<file path="config.mk">
export PLATFORM = sky130hd
export DESIGN_NAME = msi_rx_agg
export DESIGN_NICKNAME = d
export VERILOG_FILES = /design/src/rtl/msi_rx_pkg.sv /design/src/rtl/msi_match.sv /design/src/rtl/msi_vec_bank.sv /design/src/rtl/msi_drop_ctr.sv /design/src/rtl/msi_rx_agg.sv
export SDC_FILE = /design/constraint.sdc
export NUM_CORES = 1
export LEC_CHECK = 0
export ABC_AREA = 1
export BUFFER_PORTS_ARGS = -buffer_cell sky130_fd_sc_hd__buf_4
export CAP_MARGIN = 15
export CORE_MARGIN = 4
export CORE_UTILIZATION = 40
export DETAILED_ROUTE_END_ITERATION = 8
export PLACE_DENSITY_LB_ADDON = 0.1
export SLEW_MARGIN = 20
export SYNTH_ARGS = -nofsm -noshare
export SYNTH_HDL_FRONTEND = slang
export SYNTH_SLANG_ARGS = --single-unit
</file>
<file path="constraint.sdc">
create_clock -name clk -period 4.1 [get_ports clk]
set_input_delay 0.82 -clock clk [delete_from_list [all_inputs] [get_ports clk]]
set_output_delay 0.82 -clock clk [all_outputs]
set_load 0.005 [all_outputs]
</file>
<file path="src/rtl/msi_rx_pkg.sv">
package msi_rx_pkg;
   typedef enum logic [2:0] {
      RG_TGT_LO = 3'd0,
      RG_TGT_HI = 3'd1,
      RG_PATTERN = 3'd2,
      RG_PENDING = 3'd3,
      RG_ACK = 3'd4,
      RG_MASK_ON = 3'd5,
      RG_MASK_OFF = 3'd6,
      RG_DROPS = 3'd7
   } msi_reg_e;

   localparam int unsigned PAYLOAD_W = 16;
   localparam int unsigned REG_W = 32;
endpackage

</file>
<file path="src/rtl/msi_match.sv">
module msi_match
   import msi_rx_pkg::*;
#(
   parameter int unsigned NUM_VEC = 32,
   parameter int unsigned ADDR_W = 64,
   localparam int unsigned VEC_W = (NUM_VEC > 1) ? $clog2(NUM_VEC) : 1
) (
   input  logic                  msg_valid,
   input  logic [ADDR_W-1:0]     msg_addr,
   input  logic [PAYLOAD_W-1:0]  msg_data,
   input  logic                  enable,
   input  logic [ADDR_W-1:2]     target,
   input  logic [REG_W-1:0]      pattern,
   output logic                  hit,
   output logic                  miss,
   output logic [VEC_W-1:0]      vec
);
   logic addr_ok;
   logic data_ok;
   logic range_ok;

   assign addr_ok = (msg_addr[ADDR_W-1:2] == target);
   assign data_ok = (((msg_data ^ pattern[PAYLOAD_W-1:0]) &
                      pattern[REG_W-1:PAYLOAD_W]) == '0);
   assign vec = msg_data[VEC_W-1:0];

   generate
      if (NUM_VEC == (1 << VEC_W)) begin : g_full_range
         assign range_ok = 1'b1;
      end else begin : g_part_range
         assign range_ok = (32'(vec) < NUM_VEC);
      end
   endgenerate

   assign hit = msg_valid && enable && addr_ok && data_ok && range_ok;
   assign miss = msg_valid && !hit;
endmodule

</file>
<file path="src/rtl/msi_vec_bank.sv">
module msi_vec_bank #(
   parameter int unsigned NUM_VEC = 32,
   localparam int unsigned VEC_W = (NUM_VEC > 1) ? $clog2(NUM_VEC) : 1
) (
   input  logic               clk,
   input  logic               rst_n,
   input  logic               hit,
   input  logic [VEC_W-1:0]   vec,
   input  logic               ack_we,
   input  logic               mask_on_we,
   input  logic               mask_off_we,
   input  logic [NUM_VEC-1:0] wbits,
   output logic [NUM_VEC-1:0] pending,
   output logic [NUM_VEC-1:0] mask
);
   generate
      for (genvar i = 0; i < NUM_VEC; i++) begin : g_vec
         logic pend_q;
         logic mask_q;
         logic set_here;
         assign set_here = hit && (32'(vec) == i);

         always_ff @(posedge clk or negedge rst_n) begin
            if (!rst_n) begin
               pend_q <= 1'b0;
            end else if (set_here) begin
               pend_q <= 1'b1;
            end else if (ack_we && wbits[i]) begin
               pend_q <= 1'b0;
            end
         end

         always_ff @(posedge clk or negedge rst_n) begin
            if (!rst_n) begin
               mask_q <= 1'b1;
            end else if (mask_on_we && wbits[i]) begin
               mask_q <= 1'b1;
            end else if (mask_off_we && wbits[i]) begin
               mask_q <= 1'b0;
            end
         end

         assign pending[i] = pend_q;
         assign mask[i] = mask_q;
      end
   endgenerate
endmodule

</file>
<file path="src/rtl/msi_drop_ctr.sv">
module msi_drop_ctr #(
   parameter int unsigned CNT_W = 8
) (
   input  logic             clk,
   input  logic             rst_n,
   input  logic             bump,
   output logic [CNT_W-1:0] count
);
   always_ff @(posedge clk or negedge rst_n) begin
      if (!rst_n) begin
         count <= '0;
      end else if (bump && (count != '1)) begin
         count <= count + 1'b1;
      end
   end
endmodule

</file>
<file path="src/rtl/msi_rx_agg.sv">
module msi_rx_agg
   import msi_rx_pkg::*;
#(
   parameter int unsigned NUM_VEC = 32,
   parameter int unsigned ADDR_W = 64,
   parameter int unsigned DROP_W = 8,
   parameter bit REG_IRQ = 1'b1
) (
   input  logic              clk,
   input  logic              rst_n,
   input  logic              msg_valid,
   input  logic [ADDR_W-1:0] msg_addr,
   input  logic [15:0]       msg_data,
   input  logic              reg_wr,
   input  logic [2:0]        reg_addr,
   input  logic [31:0]       reg_wdata,
   output logic [31:0]       reg_rdata,
   output logic              irq_o
);
   localparam int unsigned VEC_W = (NUM_VEC > 1) ? $clog2(NUM_VEC) : 1;

   generate
      if (NUM_VEC < 1 || NUM_VEC > 32) begin : g_bad_vec
         $error("NUM_VEC must lie in 1..32");
      end
      if (ADDR_W < 34 || ADDR_W > 64) begin : g_bad_addr
         $error("ADDR_W must lie in 34..64");
      end
      if (DROP_W < 1 || DROP_W > 32) begin : g_bad_drop
         $error("DROP_W must lie in 1..32");
      end
   endgenerate

   msi_reg_e          sel;
   logic [31:2]       tgt_lo_q;
   logic              en_q;
   logic [31:0]       tgt_hi_q;
   logic [31:0]       pattern_q;
   logic [63:0]       tgt_full;
   logic              hit;
   logic              miss;
   logic [VEC_W-1:0]  hit_vec;
   logic [NUM_VEC-1:0] status;
   logic [NUM_VEC-1:0] mask;
   logic [DROP_W-1:0] drop_cnt;
   logic              irq_next;

   assign sel = msi_reg_e'(reg_addr);
   assign tgt_full = {tgt_hi_q, tgt_lo_q, 2'b00};

   always_ff @(posedge clk or negedge rst_n) begin
      if (!rst_n) begin
         tgt_lo_q <= '0;
         en_q <= 1'b0;
         tgt_hi_q <= '0;
         pattern_q <= '0;
      end else if (reg_wr) begin
         case (sel)
            RG_TGT_LO: begin
               tgt_lo_q <= reg_wdata[31:2];
               en_q <= reg_wdata[0];
            end
            RG_TGT_HI: tgt_hi_q <= reg_wdata;
            RG_PATTERN: pattern_q <= reg_wdata;
            default: ;
         endcase
      end
   end

   msi_match #(.NUM_VEC(NUM_VEC), .ADDR_W(ADDR_W)) u_match (
      .msg_valid(msg_valid),
      .msg_addr(msg_addr),
      .msg_data(msg_data),
      .enable(en_q),
      .target(tgt_full[ADDR_W-1:2]),
      .pattern(pattern_q),
      .hit(hit),
      .miss(miss),
      .vec(hit_vec)
   );

   msi_vec_bank #(.NUM_VEC(NUM_VEC)) u_bank (
      .clk(clk),
      .rst_n(rst_n),
      .hit(hit),
      .vec(hit_vec),
      .ack_we(reg_wr && (sel == RG_ACK)),
      .mask_on_we(reg_wr && (sel == RG_MASK_ON)),
      .mask_off_we(reg_wr && (sel == RG_MASK_OFF)),
      .wbits(reg_wdata[NUM_VEC-1:0]),
      .pending(status),
      .mask(mask)
   );

   msi_drop_ctr #(.CNT_W(DROP_W)) u_drops (
      .clk(clk),
      .rst_n(rst_n),
      .bump(miss),
      .count(drop_cnt)
   );

   assign irq_next = |(status & ~mask);

   generate
      if (REG_IRQ) begin : g_irq_reg
         logic irq_q;
         always_ff @(posedge clk or negedge rst_n) begin
            if (!rst_n) begin
               irq_q <= 1'b0;
            end else begin
               irq_q <= irq_next;
            end
         end
         assign irq_o = irq_q;
      end else begin : g_irq_comb
         assign irq_o = irq_next;
      end
   endgenerate

   always_comb begin
      reg_rdata = '0;
      case (sel)
         RG_TGT_LO: reg_rdata = {tgt_lo_q, 1'b0, en_q};
         RG_TGT_HI: reg_rdata = tgt_hi_q;
         RG_PATTERN: reg_rdata = pattern_q;
         RG_PENDING: reg_rdata[NUM_VEC-1:0] = status;
         RG_MASK_ON, RG_MASK_OFF: reg_rdata[NUM_VEC-1:0] = mask;
         RG_DROPS: reg_rdata[DROP_W-1:0] = drop_cnt;
         default: reg_rdata = '0;
      endcase
   end
endmodule

</file>
# Yosys cells after proc, flatten, opt, wreduce, memory -nomap -nowiden
# Cells that the tools add are included.
[word_totals]
regBits = 168
[op_classes]
addsub = 1
n_eq_ne = 40
n_mux = 130
bitwise = 4
n_reduce_logical = 209
[ops]
columns = ["cell", "n"]
rows = [
  ["1-bit logical AND", 136],
  ["1-bit 2-to-1 mux", 128],
  ["2-bit nonzero test", 64],
  ["24-bit case mux with 5 select lines", 1],
  ["5-bit == test, second input constant", 16],
  ["62-bit == test", 1],
  ["8-bit case mux with 6 select lines", 1],
  ["5-bit by 4-bit == test with 1-bit output, second input constant", 8],
  ["32-bit bitwise AND", 1],
  ["32-bit NOT", 1],
  ["32-bit OR reduction", 1],
  ["5-bit by 3-bit == test with 1-bit output, second input constant", 4],
  ["16-bit bitwise AND", 1],
  ["16-bit zero test", 1],
  ["16-bit XOR", 1],
  ["3-bit == test, second input constant", 4],
  ["5-bit by 2-bit == test with 1-bit output, second input constant", 2],
  ["8-bit by 1-bit adder with 8-bit output, second input constant", 1],
  ["8-bit != test, second input constant", 1],
  ["3-bit by 2-bit == test with 1-bit output, second input constant", 2],
  ["2-bit AND reduction", 3],
  ["5-bit by 1-bit == test with 1-bit output, second input constant", 1],
  ["5-bit zero test", 1],
  ["3-bit by 1-bit == test with 1-bit output, second input constant", 1],
  ["3 further kinds", 3],
]

# Depth between registers and ports, before layout
[depth]
depth_word = 7
ltp_mapped = 12
mapped_depth_nobuf = 12

# Cells and area by module
# Synthesis repeated with hierarchy kept, for this count alone.
[unflattened]
hier_cells = 1724
hier_area_um2 = 11219.5
[by_module_without_submodules]
columns = ["mod", "instances", "cells_per_inst", "area_each_um2", "seq_area_each_um2"]
rows = [
  ["msi_rx_agg", 1, 768, 5341.4, 2402.3],
  ["msi_vec_bank", 1, 384, 3261.9, 1641.6],
  ["msi_match", 1, 509, 2133.3, 0.0],
  ["msi_drop_ctr", 1, 63, 483.0, 200.2],
]

# Least setup slack after synthesis
# No wires, ideal clock.
[synth_timing]
path_kind = "input to output"
startpoint = "input port reg_addr[1]"
endpoint = "output port reg_rdata[18]"
arrival_ps = 1790
slack_ps = 1490
stages = 8
n_path_buf = 2
path_cell_list = "inv_1 nor2_1 nand2_1 inv_2 buf_2 buf_4 nand2_1 o2111ai_1"
[synth_via]
elab_chain_cells = 3
[synth_rtl]
columns = ["element", "line_no", "source"]
rows = [
  ["start, declared", "msi_rx_agg.sv:15", "input logic [2:0] reg_addr,"],
  ["3-bit == test", "msi_rx_agg.sv:122", "case (sel)"],
  ["2-bit OR reduction", "msi_rx_agg.sv:122", ""],
  ["24-bit case mux with 5 select lines *", "msi_rx_agg.sv:122", ""],
  ["end, declared", "msi_rx_agg.sv:17", "output logic [31:0] reg_rdata,"],
]
# Mark *: on every way between the ends. The rest lies on a longest branch, timed or not.

# Worst setup path after layout
[layout_timing]
startpoint = "input port reg_addr[1]"
endpoint = "output port reg_rdata[17]"
# Same word-level chain as after synthesis.

==> summary.txt <==
RUN STATUS
------------------------------------------------------------------------------------
Result of the run                                                       complete, no violations

TIMING
------------------------------------------------------------------------------------
Total negative setup slack                                                      0 ns
Shortest clock period the worst path allows after layout                     3.49 ns
Worst slew margin                                                              41.0%
Unrepaired setup endpoints after global routing                                   no
Share of the clock period used by the worst path after layout                  85.0%
Final Hold Fails                                                                   0
Worst hold slack across all endpoints                                       0.255 ns
Setup WS post-layout                                                        0.614 ns
Setup violators final                                                              0
Maximum operating frequency                                                  287 MHz
Worst clock skew                                                           0.0110 ns
Count of final max-slew check failures                                             0
Tightest Pin Transition                                                     0.882 ns

PLACEMENT
------------------------------------------------------------------------------------
Worst-case setup slack after placement                                      0.666 ns
Port Buffer Count                                                                149
Gpl congestion                                                                 0.897
Half-perimeter wire length after detailed placement                         22300 um
Placed Area                                                              10800 sq um

POWER AND IR DROP
------------------------------------------------------------------------------------
Portion of total power attributed to combinational logic                       19.7%
IR Drop Worst-Case VDD                                                      0.286 mV
Switching part of the total power                                              30.5%
Cell area power density                                                  436 nW/um^2
Pleak                                                                     0.00562 uW
Power dissipated by switching net loads                                      1520 uW
Cell Int Power                                                               3460 uW
Seq pwr share                                                                  45.0%
Relative contribution of the clock network to total power                      35.3%

DETAILED ROUTING
------------------------------------------------------------------------------------
Routed via count divided by cell count                                          5.15
Average wire length per cell after detail routing                            18.0 um
DRC violation count after routing                                                  0
Final wirelength                                                            31100 um
Drt pass-1 iters                                                                   5
Number of nets still failing antenna checks after routing                          0
Total number of vias                                                            8903
1st-iter DRT viols                                                               760

FLOORPLAN
------------------------------------------------------------------------------------
Initial core utilization                                                       41.0%
Core outline area                                                        22800 sq um
I/O Pins                                                                         152
Core Rows                                                                         55
Chip width                                                                    161 um
Height of the die                                                             161 um
Overall die area                                                         26000 sq um

GLOBAL ROUTING
------------------------------------------------------------------------------------
Pin count of the biggest net entering global routing                              93
Global-route wire length before repair                                      48100 um
Remaining Overflow, GRT                                                            0
Initial antenna violation count                                                    0
All-Layer GR Usage                                                             23.9%
Via count of the first global-routing pass                                      8373

LOGIC SYNTHESIS
------------------------------------------------------------------------------------
Cells after synthesis                                                           1270
Share of synthesized area occupied by flip-flops and latches                   45.3%
Proportion of synthesized flip-flops having asynchronous set or reset           100%
Most frequent cells after synthesis                                     sky130_fd_sc_hd__nand2_1 (355), sky130_fd_sc_hd__o21ai_0 (230), sky130_fd_sc_hd__inv_1 (186)
Main synth FF type                                                      sky130_fd_sc_hd__dfrtp_1
Post-synthesis average cell area                                          7.38 sq um
Number of enable flip-flop cells after synthesis                                   0
Most common cell in the synthesized netlist                             sky130_fd_sc_hd__nand2_1
Synth Register Bits                                                              168
Cell area after synthesis                                                 9380 sq um
Number of warnings printed during yosys synthesis                                  0
Yosys top cell by area                                                  sky130_fd_sc_hd__dfrtp_1
Area share of the leading cell type in the synthesized netlist                 36.3%
Post-synth cell types                                                             34
Most area-consuming cells after synthesis                               sky130_fd_sc_hd__dfrtp_1 (36%), sky130_fd_sc_hd__nand2_1 (14%), sky130_fd_sc_hd__o21ai_0 (12%)
Net Count, Synth                                                                1390

CLOCK NETWORK
------------------------------------------------------------------------------------
Root buf cell                                                           sky130_fd_sc_hd__clkbuf_16
Number of buffers inserted during clock tree synthesis                            17
Clock insertion delay at the later pin of the skew report                    0.43 ns
CTS resizes                                                                        0
CTS sink count                                                                   168
Hold-fix buffers, CTS                                                              0
Post-CTS Repair Setup Buffers                                                      0
Maximum clock insertion buffer count                                               2
Total number of H-tree levels                                                      4
Register clock-pin slew on the reported worst setup and hold paths           0.06 ns
TritonCTS clock tree                                                            done

WORST SETUP PATH
------------------------------------------------------------------------------------
Data required, critical path                                                 3.28 ns
Critical-path maximum fanout                                                      28
Endpoint type of the worst setup path                                    output port
Type of the worst setup path                                                  in2out
Endpoint arrival time on the critical path                                   2.67 ns
CP Launch Type                                                             input pin

FLOW RUN
------------------------------------------------------------------------------------
Maximum Capacitance Violations                                                     0

FINISH
------------------------------------------------------------------------------------
P&R area growth vs syn                                                         21.9%
Design Area, Final                                                       11400 sq um
Fraction of layout instances using a drive strength above 1                    19.4%
Filler Cell Count                                                               2292
Diodes inserted                                                                    0
Nets@finish                                                                     1524

HOLD PATH
------------------------------------------------------------------------------------
Worst hold path type                                                        in2async

-- path summary, 6_finish.rpt --
| path | startpoint | endpoint | slack (ns) | cells after the start |
|---|---|---|---|---|
| max | reg_addr[1] | reg_rdata[17] | 0.61 | 10 |
| min | rst_n | tgt_lo_q[26] | 0.25 | 1 |
| max reg2reg | tgt_hi_q[4] | u_bank.g_vec[29].pend_q | 1.79 | 10 |
| min reg2reg | tgt_lo_q[29] | tgt_lo_q[29] | 0.49 | 2 |
| max in group asynchronous | rst_n | u_bank.g_vec[12].pend_q | 2.86 | 2 |
| min in group clk | tgt_lo_q[29] | tgt_lo_q[29] | 0.49 | 2 |
-- sequential cells by signal, indices dropped and copies added (netlist names) --
| signal | cells |
|---|---|
| en_q | 1 |
| irq_o | 1 |
| pattern_q | 32 |
| tgt_hi_q | 32 |
| tgt_lo_q | 30 |
| u_bank.g_vec.mask_q | 32 |
| u_bank.g_vec.pend_q | 32 |
| u_drops.count | 8 |
-- routing by layer --
metal	up-vias	routed length (um)	track usage (%)
li1	4395	-	-
met1	4187	14100	33.4
met2	287	14400	38.2
met3	34	1980	4.34
met4	0	639	7.06
met5	-	0	0
-- power by group through the flow --
stage                     Clock [uW]  Combinational, uW  Sequential [uW]
after global routing            1860               1130             2280
after global placement             0                963             2260
after detailed placement           0                982             2270
final                           1760                980             2240
after floorplan                    0                599             2170
after CTS                       1780                988             2240
-- layout make-up --
type                            count  area, sq um  area share [%]
Sequential cell                   168         4240            37.1
Multi-Input combinational cell    865         4200            36.8
Timing Repair Buffer              164         1250            10.9
Inverter                          188          706            6.17
Clock buffer                       21          470            4.12
Tap cell                          313          392            3.43
Clock inverter                     11          169            1.48
-- stage by stage --
stage,total power (uW),util (%),std cells
after floorplan,2770,-,1270
after global placement,3220,47.2,1698
after detailed placement,3250,47.2,1698
after CTS,5000,50.0,1730
after global routing,5270,50.0,1730
final,4980,50.0,1730
-- cell usage in the layout (no fill, tap or decap), types with 5 or more instances in the layout --
master,instances
sky130_fd_sc_hd__nor2_1,84
sky130_fd_sc_hd__xor2_1,5
sky130_fd_sc_hd__o21ai_0,230
sky130_fd_sc_hd__o22ai_1,9
sky130_fd_sc_hd__dfrtp_1,136
sky130_fd_sc_hd__dfstp_2,32
sky130_fd_sc_hd__or2_2,7
sky130_fd_sc_hd__nand4_1,11
sky130_fd_sc_hd__inv_1,186
sky130_fd_sc_hd__o21ai_2,32
sky130_fd_sc_hd__nand2_1,353
sky130_fd_sc_hd__buf_4,162
sky130_fd_sc_hd__nand3_1,52
sky130_fd_sc_hd__o2111ai_1,18
sky130_fd_sc_hd__a221oi_1,18
sky130_fd_sc_hd__a22oi_1,23
sky130_fd_sc_hd__clkbuf_16,17
sky130_fd_sc_hd__or2_1,5
-- cells by family (layout without fill, tap and decap cells) --
group | Yosys count | after routing | share of synthesized area, %
adder cells (fa/ha/maj) | 1 | 1 | 0.133
flip-flops | 168 | 168 | 45.3
XOR/XNOR | 5 | 5 | 0.467
buffers and inverters | 237 | 384 | 10.0
AO/OA/AOI/OAI | 335 | 335 | 21.5
AND/OR/NAND/NOR | 524 | 524 | 22.6
-- critical path, stage by stage --
cell	delay, ns
sky130_fd_sc_hd__buf_4	0.12
sky130_fd_sc_hd__inv_1	0.09
sky130_fd_sc_hd__nor2_1	0.08
sky130_fd_sc_hd__nand2_1	0.31
sky130_fd_sc_hd__inv_2	0.38
sky130_fd_sc_hd__nand2_1	0.16
sky130_fd_sc_hd__o21ai_0	0.10
sky130_fd_sc_hd__a221oi_1	0.30
sky130_fd_sc_hd__o21ai_0	0.15
sky130_fd_sc_hd__buf_4	0.16
(Power assumes the default switching activity.)
